$ cat config.mk
export PLATFORM = sky130hd
export DESIGN_NAME = dbg_watch
export DESIGN_NICKNAME = d
export VERILOG_FILES = /design/src/rtl/dbg_watch.sv
export SDC_FILE = /design/constraint.sdc
export NUM_CORES = 1
export LEC_CHECK = 0
export ABC_CLOCK_PERIOD_IN_PS = 6540
export BUFFER_PORTS_ARGS = -buffer_cell sky130_fd_sc_hd__buf_2
export CAP_MARGIN = 0
export CORE_MARGIN = 5
export CORE_UTILIZATION = 35
export DETAILED_ROUTE_END_ITERATION = 10
export GPL_ROUTABILITY_DRIVEN = 0
export PLACE_DENSITY = 0.73
export SLEW_MARGIN = 10
export SYNTH_ARGS = -nofsm -noshare
export SYNTH_HDL_FRONTEND = slang
export SYNTH_SLANG_ARGS = --single-unit
$ cat constraint.sdc
create_clock -name clk -period 6.54 [get_ports clk]
set_input_delay 0.654 -clock clk [delete_from_list [all_inputs] [get_ports clk]]
set_output_delay 0.654 -clock clk [all_outputs]
set_load 0.02 [all_outputs]
$ cat src/rtl/dbg_watch.sv
module dbg_watch #(
  parameter int AW = 32
) (
  input  logic          clk,
  input  logic          rst_n,
  input  logic          acc_valid,
  input  logic [AW-1:0] acc_addr,
  input  logic [31:0]   acc_data,
  input  logic          acc_user,
  input  logic          acc_ds,
  input  logic [31:0]   ctrl,
  input  logic [AW-1:0] adr1,
  input  logic [AW-1:0] adr2,
  input  logic [31:0]   val1,
  input  logic [31:0]   val2,
  input  logic          evt_clr,
  output logic          hit1,
  output logic          hit2,
  output logic          dbg_event
);

  localparam int NB = 4;

  // control fields, big-endian bit k lives at ctrl[31-k]
  wire [1:0] pr1   = ctrl[31:30];
  wire [1:0] sp1   = ctrl[29:28];
  wire [1:0] pr2   = ctrl[27:26];
  wire [1:0] sp2   = ctrl[25:24];
  wire [1:0] pmode = ctrl[23:22];
  wire       async = ctrl[21];

  logic [1:0][1:0]    vmode;
  logic [1:0][NB-1:0] vbe;
  logic [1:0]         ven;
  logic [1:0][31:0]   vref;
  logic [1:0]         vok;

  assign vmode[0] = ctrl[19:18];
  assign vmode[1] = ctrl[17:16];
  assign vbe[0]   = {ctrl[12], ctrl[13], ctrl[14], ctrl[15]};
  assign vbe[1]   = {ctrl[8],  ctrl[9],  ctrl[10], ctrl[11]};
  assign ven      = {ctrl[6], ctrl[7]};
  assign vref[0]  = val1;
  assign vref[1]  = val2;

  function automatic logic qual_ok(input logic [1:0] pr, input logic [1:0] sp,
                                   input logic user, input logic ds);
    logic p, s;
    p = (pr == 2'b00) || (pr == 2'b10 && !user) || (pr == 2'b11 && user);
    s = (sp == 2'b00) || (sp == 2'b10 && !ds)   || (sp == 2'b11 && ds);
    return p && s;
  endfunction

  for (genvar k = 0; k < 2; k++) begin : g_val
    logic [NB-1:0] bm, pass;
    logic all_m, any_m, pair_m, comb;
    for (genvar i = 0; i < NB; i++) begin : g_byte
      assign bm[i] = acc_data[31-8*i -: 8] == vref[k][31-8*i -: 8];
    end
    assign pass   = bm | ~vbe[k];
    assign all_m  = (|vbe[k]) && (&pass);
    assign any_m  = |(bm & vbe[k]);
    assign pair_m = ((vbe[k][0] | vbe[k][1]) & pass[0] & pass[1]) |
                    ((vbe[k][2] | vbe[k][3]) & pass[2] & pass[3]);
    always_comb begin
      case (vmode[k])
        2'b01:   comb = all_m;
        2'b10:   comb = any_m;
        2'b11:   comb = pair_m;
        default: comb = 1'b0;
      endcase
    end
    assign vok[k] = !ven[k] || comb;
  end

  wire q1 = qual_ok(pr1, sp1, acc_user, acc_ds);
  wire q2 = qual_ok(pr2, sp2, acc_user, acc_ds);
  wire below1 = acc_addr < adr1;
  wire below2 = acc_addr < adr2;

  logic h1_n, h2_n, pair_a;

  always_comb begin
    pair_a = 1'b0;
    h1_n   = 1'b0;
    h2_n   = 1'b0;
    case (pmode)
      2'b00: begin
        h1_n = q1 && (acc_addr == adr1) && vok[0];
        h2_n = q2 && (acc_addr == adr2) && vok[1];
      end
      2'b01:   pair_a = ((acc_addr ^ adr1) & adr2) == '0;
      2'b10:   pair_a = !below1 && below2;
      default: pair_a = below1 || !below2;
    endcase
    if (pmode != 2'b00) begin
      h1_n = q1 && pair_a && vok[0] && vok[1];
      h2_n = h1_n;
    end
  end

  wire any_hit = acc_valid && (h1_n || h2_n);

  always_ff @(posedge clk) begin
    if (!rst_n) begin
      hit1      <= 1'b0;
      hit2      <= 1'b0;
      dbg_event <= 1'b0;
    end else begin
      hit1      <= acc_valid && h1_n;
      hit2      <= acc_valid && h2_n;
      dbg_event <= async ? (any_hit || (dbg_event && !evt_clr)) : any_hit;
    end
  end

endmodule

==> flow_summary.json <==
{
  "dieHeight_um": 100,
  "drc": 0,
  "crit_start": "acc_addr[18]",
  "synth_nets": 684,
  "synth_edf_count": 0,
  "yosys_warnings": 0,
  "ctsHtreeMaxLevel": 1,
  "clkLatencyLatePin_ns": 0.22,
  "drive_above_1_share_pct": 37.3,
  "grt_max_degree": 6,
  "path_clk_slew_ns": 0.03,
  "reg2regPathDepth": 3,
  "dp_slack_ns": 3.34,
  "post-cts-setup-buffers": 0,
  "synth_seq_area_share_pct": 2.10,
  "whs_path_depth": 3,
  "routed_wl_um": 11300,
  "firstDrtPassIters": 4,
  "fin_skew_ns": 0,
  "reg2reg_from": "dbg_event",
  "cts_tree": "yes",
  "cts.path.max_buffers": 2,
  "ys_ff_latch": 3,
  "cp-end-kind": "flop",
  "die_w_um": 100,
  "globalRouteMet1Util_pct": 20.4,
  "hold_class": "reg -> reg",
  "ctsResizeCount": 0,
  "clock_sinks": 3,
  "drtIter0Drc": 122,
  "initial_core_util_pct": 35.3,
  "drv_slew": 0,
  "grt_use_met2_pct": 43.6,
  "hold-path-endpoint": "dbg_event",
  "synth_cell_types": 45,
  "num_vias": 3729,
  "nFillCells": 838,
  "total_power_uw": 319,
  "rsz0062_at_grt": "no",
  "grt_pass1_vias": 3990,
  "power.leakage_uw": 0.00240,
  "setup_tns_ns": 0,
  "crit_type": "in -> reg",
  "root_buffer": "clkbuf_8",
  "max-slew-margin-rel_pct": 56.5,
  "grt-busiest-layer": "met2",
  "viasPerCell": 5.14,
  "antenna_found_initial": 1,
  "avgSynthCellArea_um2": 7.33,
  "outcome": "complete, no violations",
  "drv_cap": 0,
  "routedWlPerCell_um": 15.6,
  "r2r_slack_ns": 5.79,
  "worst_pin_slew_ns": 0.646,
  "num_rows": 33,
  "die_area_mm2": 0.0101,
  "worst_r2r_endpoint": "dbg_event",
  "powerDensity_mw_per_mm2": 76.5,
  "grt_overflow": 0,
  "synth_ff_type": "dfxtp_1",
  "worst_slack_ns": 3.62,
  "worstPathRequired_ns": 6.69,
  "dpl.hpwl_um": 10700,
  "ir_drop_mv": 0.102,
  "setup_viol_count_final": 0,
  "async_flop_share_pct": 0,
  "hold_buffers": 0,
  "io_buffers": 225,
  "boundaryPins": 233,
  "critPathLaunchType": "input pin",
  "grtUsageTotal_pct": 21.3,
  "finalNetCount": 914,
  "syn_to_final_growth_pct": 45.6,
  "finalHoldViolations": 0,
  "critPathMaxFanout": 3,
  "core_mm2": 0.00809,
  "postSynthCellCount": 390,
  "hold_start": "dbg_event",
  "use_met3_pct": 5.84,
  "finalCriticalPeriod_ns": 2.92,
  "grt_pass1_wl_um": 17500,
  "arrival_ns": 3.06,
  "drtAntennaViolNets": 0,
  "period_share_pct": 44.6,
  "clock.fmax_mhz": 343,
  "netlist_area_mm2": 0.00286,
  "cts-buffers-inserted": 3
}
==> synth_stat cells (3+ instances only) <==
cell      number  area (µm²)
nand3_1       15        75.1
nor3_1         4        20.0
nand2_1       22        82.6
xor2_1        64         561
inv_1         70         263
nor4_1        20         125
a21boi_1       3        22.5
nand4_1       16         100
nor2b_1        3        18.8
a21oi_1       25         125
a22oi_1        3        22.5
dfxtp_1        3        60.1
o21ai_0        6        30.0
xnor2_1        4        35.0
o211ai_1       3        22.5
a221o_1        3        30.0
ha_1          64         801
nor2_1         7        26.3
a21o_1         8        60.1
o22ai_1       16         100
==> critical path: stages <==
cell and delay (ns):
buf_2 0.11, ha_1 0.32, a21o_1 0.19, a221o_1 0.35
a221o_1 0.41, a2111oi_4 0.40, a221oi_2 0.10, mux2i_1 0.28
o21ai_1 0.11, a21oi_1 0.15
==> state kept, by name (all words and copies together), names as in the netlist <==
| register | flops |
|---|---|
| hit1 | 1 |
| dbg_event | 1 |
| hit2 | 1 |
==> layout make-up <==
cell class,instances,area (µm²),area share [%]
diodes,1,2.50,0.0601
clock buffers,4,45.0,1.08
inverters,70,263,6.31
multi-input cells,317,2540,60.9
flip-flops and latches,3,60.1,1.44
well taps,105,131,3.16
repair buffers,225,1130,27.0
==> cells in the final DEF, fill, tap and decap left out, types with 2 or more instances in the layout <==
| cell type | n |
|---|---|
| dfxtp_1 | 3 |
| o221ai_1 | 2 |
| clkbuf_8 | 3 |
| nor2_1 | 7 |
| a21oi_1 | 25 |
| xnor2_1 | 4 |
| o21ai_0 | 6 |
| a2111oi_0 | 2 |
| a21o_1 | 8 |
| nand4_1 | 16 |
| xor2_1 | 64 |
| nand3_1 | 15 |
| ha_1 | 64 |
| nor2b_1 | 3 |
| a21boi_1 | 3 |
| a221o_1 | 3 |
| nand2b_1 | 2 |
| nand2_1 | 22 |
| inv_1 | 70 |
| nor3_1 | 4 |
| o22ai_1 | 16 |
| nor4_1 | 20 |
| a22oi_1 | 3 |
| a211oi_1 | 2 |
| o211ai_1 | 3 |
| a41oi_1 | 2 |
| buf_2 | 225 |
| and4_1 | 2 |
==> cells by family (layout without fill, tap and decap cells) <==
logic type	Yosys count	count (layout)	synth area share, %
AOI/OAI and AO/OA	87	87	21.1
xor gates and xnor gates	68	68	20.8
adders and majority gates	64	64	28.0
buffers and inverters	70	299	9.19
DFF	3	3	2.10
muxes	1	1	0.350
other	0	1	0
and+or+nand+nor	97	97	18.4
==> metal layers <==
layer	up-vias	wire length [µm]
li1	1883	-
met1	1653	3750
met2	173	6150
met3	20	1200
met4	0	240
met5	-	0
==> metrics by stage <==
stage	util [%]	area, µm²	hold WS (ns)	instances
after floorplan	-	2860	0.700	390
after global placement	50.9	4120	0.694	720
after detailed placement	50.9	4120	0.683	720
after CTS	51.4	4160	0.688	724
after global routing	51.5	4160	0.736	725
final	51.5	4160	0.677	725
==> power breakdown <==
| group | switching [µW] | internal (µW) |
|---|---|---|
| Clock | 12.8 | 41.6 |
| Sequential | 0.0752 | 18.6 |
| Combinational | 125 | 121 |
| Total | 137 | 181 |
==> worst max-delay path by stage <==
stage                end  slack, ns  depth (start not counted)
2_1_floorplan       hit1       3.77                         10
3_3_place_gp        hit1       3.37                         10
3_5_place_dp        hit1       3.34                         10
4_1_cts             hit1       3.58                         10
5_1_grt        dbg_event       3.47                         10
6_report            hit1       3.62                         10
Note: power is estimated with default switching activity, not from simulation.
